<file path="config.mk">
export PLATFORM = sky130hd
export DESIGN_NAME = rst_arbiter
export DESIGN_NICKNAME = d
export VERILOG_FILES = /design/src/rtl/rst_pkg.sv /design/src/rtl/rst_deglitch.sv /design/src/rtl/rst_seq.sv /design/src/rtl/rst_regs.sv /design/src/rtl/rst_arbiter.sv
export SDC_FILE = /design/constraint.sdc
export NUM_CORES = 1
export LEC_CHECK = 0
export ABC_AREA = 0
export BUFFER_PORTS_ARGS = -buffer_cell sky130_fd_sc_hd__clkbuf_2
export CAP_MARGIN = 15
export CORE_MARGIN = 4
export CORE_UTILIZATION = 51
export CTS_CLUSTER_DIAMETER = 40
export DETAILED_ROUTE_END_ITERATION = 8
export PLACE_DENSITY = 0.74
export SLEW_MARGIN = 40
export SYNTH_ARGS = -nofsm -noshare
export SYNTH_HDL_FRONTEND = slang
export SYNTH_SLANG_ARGS = --single-unit
</file>
<file path="constraint.sdc">
create_clock -name clk -period 1.9 [get_ports clk]
set_input_delay 0.285 -clock clk [delete_from_list [all_inputs] [get_ports clk]]
set_output_delay 0.285 -clock clk [all_outputs]
set_load 0.02 [all_outputs]
</file>
<file path="src/rtl/rst_pkg.sv">
package rst_pkg;
  localparam logic ADDR_CTRL = 1'b0;
  localparam logic ADDR_CAUSE = 1'b1;

  localparam int CAUSE_HW  = 0;
  localparam int CAUSE_WDT = 1;
  localparam int CAUSE_SW  = 2;
  localparam int CAUSE_W   = 3;

  typedef struct packed {
    logic phy_sel;
    logic dom_join;
    logic swr;
  } ctrl_t;
endpackage

</file>
<file path="src/rtl/rst_deglitch.sv">
module rst_deglitch #(
  parameter int   GLITCH_CYC = 3,
  parameter logic INIT       = 1'b0
) (
  input  logic clk,
  input  logic raw,
  output logic clean
);
  localparam int CW = $clog2(GLITCH_CYC + 1) + 1;

  logic [1:0]    sync_q  = {2{INIT}};
  logic [CW-1:0] run_q   = '0;
  logic          clean_q = INIT;

  always_ff @(posedge clk) begin
    sync_q <= {sync_q[0], raw};
    if (sync_q[1] != clean_q) begin
      if (run_q == CW'(GLITCH_CYC)) begin
        clean_q <= sync_q[1];
        run_q   <= '0;
      end else begin
        run_q <= run_q + 1'b1;
      end
    end else begin
      run_q <= '0;
    end
  end

  assign clean = clean_q;
endmodule

</file>
<file path="src/rtl/rst_seq.sv">
module rst_seq #(
  parameter int POR_EXT_CYC = 20,
  parameter int HOLD_CYC    = 8
) (
  input  logic clk,
  input  logic por_f,
  input  logic dbg_f,
  input  logic trig,
  input  logic join_en,
  input  logic phy_sel,
  input  logic phy_sw_src,
  output logic por_act,
  output logic hold_end,
  output logic clk_rst,
  output logic core_rst,
  output logic sw_dom_rst,
  output logic phy_rst,
  output logic dbg_pull
);
  localparam int EW = $clog2(POR_EXT_CYC + 1);
  localparam int HW = $clog2(HOLD_CYC + 1);

  logic [EW-1:0] ext_q    = EW'(POR_EXT_CYC);
  logic [HW-1:0] hold_q   = '0;
  logic          joined_q = 1'b0;
  logic          clk_q    = 1'b1;
  logic          core_q   = 1'b1;
  logic          dom_q    = 1'b1;
  logic          phy_q    = 1'b1;
  logic          pull_q   = 1'b1;
  logic          hold_run;

  assign por_act  = por_f | (ext_q != '0);
  assign hold_run = (hold_q != '0);
  assign hold_end = (hold_q == HW'(1)) & ~trig & ~por_act;

  always_ff @(posedge clk) begin
    if (por_f)             ext_q <= EW'(POR_EXT_CYC);
    else if (ext_q != '0)  ext_q <= ext_q - 1'b1;

    if (por_act) begin
      hold_q   <= '0;
      joined_q <= 1'b0;
    end else if (trig) begin
      hold_q   <= HW'(HOLD_CYC);
      joined_q <= join_en;
    end else if (hold_run) begin
      hold_q <= hold_q - 1'b1;
    end

    clk_q  <= por_act;
    pull_q <= por_act;
    core_q <= por_act | dbg_f | hold_run;
    dom_q  <= por_act | dbg_f | (joined_q & hold_run);
    phy_q  <= phy_sel ? phy_sw_src : por_act;
  end

  assign clk_rst    = clk_q;
  assign core_rst   = core_q;
  assign sw_dom_rst = dom_q;
  assign phy_rst    = phy_q;
  assign dbg_pull   = pull_q;
endmodule

</file>
<file path="src/rtl/rst_regs.sv">
module rst_regs
  import rst_pkg::*;
#(
  parameter int BOOT_W = 4,
  parameter int DATA_W = 8
) (
  input  logic                clk,
  input  logic                por_f,
  input  logic                por_act,
  input  logic                dbg_f,
  input  logic                wdt_req,
  input  logic                hold_end,
  input  logic                reg_we,
  input  logic                reg_addr,
  input  logic [DATA_W-1:0]   reg_wdata,
  input  logic [BOOT_W-1:0]   boot_pins,
  output logic                sw_go,
  output logic                join_en,
  output logic                phy_sel,
  output logic [BOOT_W-1:0]   boot_mode,
  output logic [CAUSE_W-1:0]  cause,
  output logic [DATA_W-1:0]   reg_rdata
);
  localparam int PAD_W = DATA_W - CAUSE_W;

  ctrl_t              ctrl_q  = '0;
  logic [CAUSE_W-1:0] cause_q = '0;
  logic [BOOT_W-1:0]  boot_q  = '0;
  logic [DATA_W-1:0]  rd_q    = '0;
  logic [CAUSE_W-1:0] cause_set;
  logic               wr_ctrl;
  logic               wr_cause;

  assign wr_ctrl  = reg_we & (reg_addr == ADDR_CTRL);
  assign wr_cause = reg_we & (reg_addr == ADDR_CAUSE);
  assign sw_go    = wr_ctrl & reg_wdata[0] & ~ctrl_q.swr & ~por_act;

  always_comb begin
    cause_set            = '0;
    cause_set[CAUSE_HW]  = por_f | dbg_f;
    cause_set[CAUSE_WDT] = wdt_req & ~por_act;
    cause_set[CAUSE_SW]  = sw_go;
  end

  always_ff @(posedge clk) begin
    if (por_act) begin
      ctrl_q <= '0;
    end else begin
      if (sw_go)         ctrl_q.swr <= 1'b1;
      else if (hold_end) ctrl_q.swr <= 1'b0;
      if (wr_ctrl) begin
        ctrl_q.dom_join <= reg_wdata[1];
        ctrl_q.phy_sel  <= reg_wdata[2];
      end
    end

    if (wr_cause) cause_q <= (cause_q & ~reg_wdata[CAUSE_W-1:0]) | cause_set;
    else          cause_q <= cause_q | cause_set;

    if (por_f) boot_q <= boot_pins;

    rd_q <= (reg_addr == ADDR_CAUSE) ? {{PAD_W{1'b0}}, cause_q}
                                     : {{PAD_W{1'b0}}, ctrl_q};
  end

  assign join_en   = ctrl_q.dom_join;
  assign phy_sel   = ctrl_q.phy_sel;
  assign boot_mode = boot_q;
  assign cause     = cause_q;
  assign reg_rdata = rd_q;
endmodule

</file>
<file path="src/rtl/rst_arbiter.sv">
module rst_arbiter
  import rst_pkg::*;
#(
  parameter int GLITCH_CYC  = 3,
  parameter int POR_EXT_CYC = 20,
  parameter int HOLD_CYC    = 8,
  parameter int BOOT_W      = 4,
  parameter int DATA_W      = 8
) (
  input  logic              clk,
  input  logic              pwr_on_rst,
  input  logic              dbg_pin_lvl,
  output logic              dbg_pin_pull,
  input  logic              wdt_req,
  input  logic              reg_we,
  input  logic              reg_addr,
  input  logic [DATA_W-1:0] reg_wdata,
  output logic [DATA_W-1:0] reg_rdata,
  input  logic [BOOT_W-1:0] boot_pins,
  output logic [BOOT_W-1:0] boot_mode,
  input  logic              mgmt_en,
  input  logic              sw_phy_req,
  output logic              core_rst,
  output logic              clk_rst,
  output logic              sw_dom_rst,
  output logic              phy_rst
);
  localparam int NSRC = 2;

  logic [NSRC-1:0]    raw_vec;
  logic [NSRC-1:0]    flt_vec;
  logic               por_f;
  logic               dbg_f;
  logic               por_act;
  logic               hold_end;
  logic               sw_go;
  logic               join_en;
  logic               phy_sel;
  logic [CAUSE_W-1:0] cause_q;

  // index 0: power-on input, index 1: debug pad sensed low while not self-driven
  assign raw_vec = {~dbg_pin_lvl & ~dbg_pin_pull, pwr_on_rst};

  for (genvar i = 0; i < NSRC; i++) begin : g_flt
    rst_deglitch #(
      .GLITCH_CYC(GLITCH_CYC),
      .INIT      ((i == 0) ? 1'b1 : 1'b0)
    ) u_flt (
      .clk  (clk),
      .raw  (raw_vec[i]),
      .clean(flt_vec[i])
    );
  end

  assign por_f = flt_vec[0];
  assign dbg_f = flt_vec[1];

  rst_seq #(
    .POR_EXT_CYC(POR_EXT_CYC),
    .HOLD_CYC   (HOLD_CYC)
  ) u_seq (
    .clk       (clk),
    .por_f     (por_f),
    .dbg_f     (dbg_f),
    .trig      (wdt_req | sw_go),
    .join_en   (join_en),
    .phy_sel   (phy_sel),
    .phy_sw_src(sw_phy_req | ~mgmt_en),
    .por_act   (por_act),
    .hold_end  (hold_end),
    .clk_rst   (clk_rst),
    .core_rst  (core_rst),
    .sw_dom_rst(sw_dom_rst),
    .phy_rst   (phy_rst),
    .dbg_pull  (dbg_pin_pull)
  );

  rst_regs #(
    .BOOT_W(BOOT_W),
    .DATA_W(DATA_W)
  ) u_regs (
    .clk      (clk),
    .por_f    (por_f),
    .por_act  (por_act),
    .dbg_f    (dbg_f),
    .wdt_req  (wdt_req),
    .hold_end (hold_end),
    .reg_we   (reg_we),
    .reg_addr (reg_addr),
    .reg_wdata(reg_wdata),
    .boot_pins(boot_pins),
    .sw_go    (sw_go),
    .join_en  (join_en),
    .phy_sel  (phy_sel),
    .boot_mode(boot_mode),
    .cause    (cause_q),
    .reg_rdata(reg_rdata)
  );
endmodule

</file>
==> summary.md <==
| Metric | Value |
|---|---|
| Clk buf depth | `2` |
| Grt total ovfl | `0` |
| Clock H-tree levels | `2` |
| # rows | `19` |
| Main area contributors after synthesis | `dfxtp_1 (44%), edfxtp_1 (12%), ha_1 (6.7%)` |
| Cells after Synth | `134` |
| DR WL/cell | `12.16 um` |
| Share of post-route cells with drive strength above 1 | `27.44%` |
| Final Hold Vio Count | `0` |
| Crit-path slowest cell | `or4b_1` |
| Inst Count DP | `187` |
| Buf+Inv Stages, Crit Path | `1` |
| Clock Latency Late Sink | `0.34 ns` |
| Post-Layout Cell Count | `195` |
| Final setup fails | `0` |
| Final period util | `93.01%` |
| Yosys warns | `0` |
| Area leader, netlist | `dfxtp_1` |
| CP startpoint | `u_seq.ext_q[0]` |
| DRT Wirelength | `2371 um` |
| Largest family of logic cells by synthesized area | `simple AND/OR/NAND/NOR gates` |
| Vias in the first global route | `1,041` |
| Asr flop ratio synth | `0%` |
| Post-CTS resize count | `0` |
| Iteration count of the initial detailed-routing pass | `4` |
| Postcts setup bufs | `0` |
| First-pass GRT wire length | `4340 um` |
| Main synth FF type | `dfxtp_1` |
| Detailed-route via count | `998` |
| Area grow syn2layout | `12.65%` |
| Synth Area in Simple Gates | `14.81%` |
| Max_cap viols | `0` |
| Pwr dens | `843.4 nW/um^2` |
| Status | `completed` |
| Clock buffer count from CTS | `5` |
| Sequential cell area fraction in the yosys report | `55.91%` |
| Synth unique cells | `37` |
| DP Area | `1638 um^2` |
| Setup TNS | `0 ns` |
| Average size of a mapped cell | `11.22 um^2` |
| Die Area | `3882 um^2` |
| Ant diodes | `0` |
| Mapped Area | `1504 um^2` |
| Maximum fanout along the worst path | `4` |
| Worst r2r dst | `u_seq.core_rst` |
| RSZ-0062 raised after global routing | `false` |
| Fmax | `565.9 MHz` |
| Crit. path cell count | `4` |
| Synth top cells by count | `dfxtp_1 (33), nor2_1 (16), inv_1 (10), ha_1 (8), buf_4 (7)` |
| Residual DRC count | `0` |
| Hold_ws | `0.03275 ns` |
| R2R Path Start | `u_seq.ext_q[0]` |
| Final core occ | `60.91%` |
| Cts hold-fix bufs | `0` |
| Post-Synth Adder-Cell Area | `6.656%` |
| Largest net degree at the start of global routing | `14` |
| Worst vdd ir | `836.1 uV` |
| Setup slack, reg-to-reg | `0.13 ns` |
| Die Height | `62.31 um` |
| Skew final | `0.004365 ns` |
| Post-synthesis compound-gate area fraction | `7.155%` |
| Number of flops mapped to enable cells by yosys | `6` |
| XOR/XNOR share of the synthesized area | `3.494%` |
| Buffers on Ports | `26` |
| Minimum clock period | `1.767 ns` |
| CTS root buf | `clkbuf_4` |
| Final slew viol count | `0` |
| All-Layer GR Usage | `13.68%` |
| Core area | `2781 um^2` |
| Worst EP required | `2.13 ns` |
| Worst path cell trace | `inv_1 -> ha_1 -> or4b_1 -> or4_4` |
| Crit path max-delay family | `simple AND/OR/NAND/NOR gates` |
| HPWL after DPL | `1800 um` |
| Most common cell in the netlist | `dfxtp_1` |
| Vias per inst | `5.118` |
| # IOs | `37` |
| Initial Utilization | `54.07%` |
| Worst setup SP type | `flip-flop` |
| Clk slew on worst S/H paths | `0.12 ns` |
| Drt first-iter violations | `15` |
| Chip width | `62.31 um` |
| Fraction of post-synthesis cell area in the top cell type by area | `43.93%` |
| Routed Antenna Nets | `0` |
| CP endpoint kind | `flip-flop` |
| WP data arrival | `2.00 ns` |
| Post-synthesis mux area share | `4.908%` |
| Pleak | `0.0007619 uW` |
| Final nets | `191` |
| Seq cells post-synth | `39` |
| CP max stage delay | `0.56 ns` |
| Initial antenna violation count | `0` |
| Global placement routability congestion | `0.7333` |
| R2R cell count | `4` |
| CTS tree | `done` |
| CP Capture Point | `u_seq.core_rst` |
| Worst hold path class | `input port to flip-flop` |
| Final Cell Area | `1694 um^2` |
| Kind of critical path | `flip-flop to flip-flop` |
| # clock sinks | `39` |
==> cells by family (layout without fill, tap and decap cells) <==
kind of cell / Yosys count / in the layout
flops: 39 / 39
simple gates: 39 / 39
buf+inv: 20 / 46
compound gates: 14 / 14
fa+ha+maj: 8 / 8
mux: 7 / 7
xor+xnor: 6 / 6
other cells: 1 / 5
==> per-stage QoR <==
stage	power [uW]	setup WS, ns
floorplan	999.8	0.1880
finish	1429	0.1329
global route	1494	0.04286
CTS	1438	0.1327
global placement	1023	0.1800
detailed placement	1029	0.1433
==> flip-flops by register name (all words and copies together) (netlist names), 2 cells and up <==
name                flops
g_flt.u_flt.clean       2
u_seq.hold_q            4
u_seq.ext_q             5
g_flt.u_flt.run_q       6
u_regs.reg_rdata        3
u_regs.cause            3
g_flt.u_flt.sync_q      4
u_regs.boot_mode        4
==> power breakdown <==
group	leakage, uW	total [uW]	internal (uW)	switching [uW]
logic	0.000403	119	53.4	65.9
clock network	0.0000315	418	143	276
registers	0.000327	891	872	18.7
total	0.000762	1430	1070	360
==> cells in the final DEF, fill, tap and decap left out, types with 3 or more instances in the layout <==
| cell type | Yosys | final |
|---|---|---|
| a21oi_1 | 3 | 3 |
| nor3_1 | 3 | 3 |
| nor2_1 | 16 | 16 |
| nand3_1 | 3 | 3 |
| clkbuf_4 | 0 | 5 |
| nand2b_1 | 3 | 3 |
| dfxtp_1 | 33 | 33 |
| inv_1 | 10 | 10 |
| conb_1 | 1 | 5 |
| mux2i_1 | 4 | 4 |
| edfxtp_1 | 6 | 6 |
| mux2_2 | 3 | 3 |
| ha_1 | 8 | 8 |
| xor2_1 | 4 | 4 |
| clkbuf_2 | 0 | 26 |
==> how the worst min path moves through the flow <==
| stage | from | end | slack (ns) | depth (start not counted) |
|---|---|---|---|---|
| 2_1_floorplan | g_flt[0].u_flt.sync_q[0] | g_flt[0].u_flt.sync_q[1] | 0.31 | 0 |
| 3_3_place_gp | g_flt[0].u_flt.sync_q[0] | g_flt[0].u_flt.sync_q[1] | 0.31 | 0 |
| 3_5_place_dp | g_flt[1].u_flt.sync_q[0] | g_flt[1].u_flt.sync_q[1] | 0.31 | 0 |
| 4_1_cts | pwr_on_rst | g_flt[0].u_flt.sync_q[0] | 0.03 | 1 |
| 5_1_grt | pwr_on_rst | g_flt[0].u_flt.sync_q[0] | 0.03 | 1 |
| 6_report | pwr_on_rst | g_flt[0].u_flt.sync_q[0] | 0.03 | 1 |
==> metal layers <==
metal  share of wire (%)  GRT usage, %
met2                  48         22.28
met5                   0             0
met3                 6.4         3.784
met4                 2.3         8.223
met1                  43         15.85
==> final cells by class <==
type	count	area (um^2)
Sequential cell	39	840.8
Tap cell	31	38.79
Timing Repair Buffer	28	145.1
Clock buffer	5	37.54
Clock inverter	3	18.77
Inverter	10	37.54
Fill cell	238	1087
Multi-Input combinational cell	79	575.6
(Power assumes the default switching activity.)
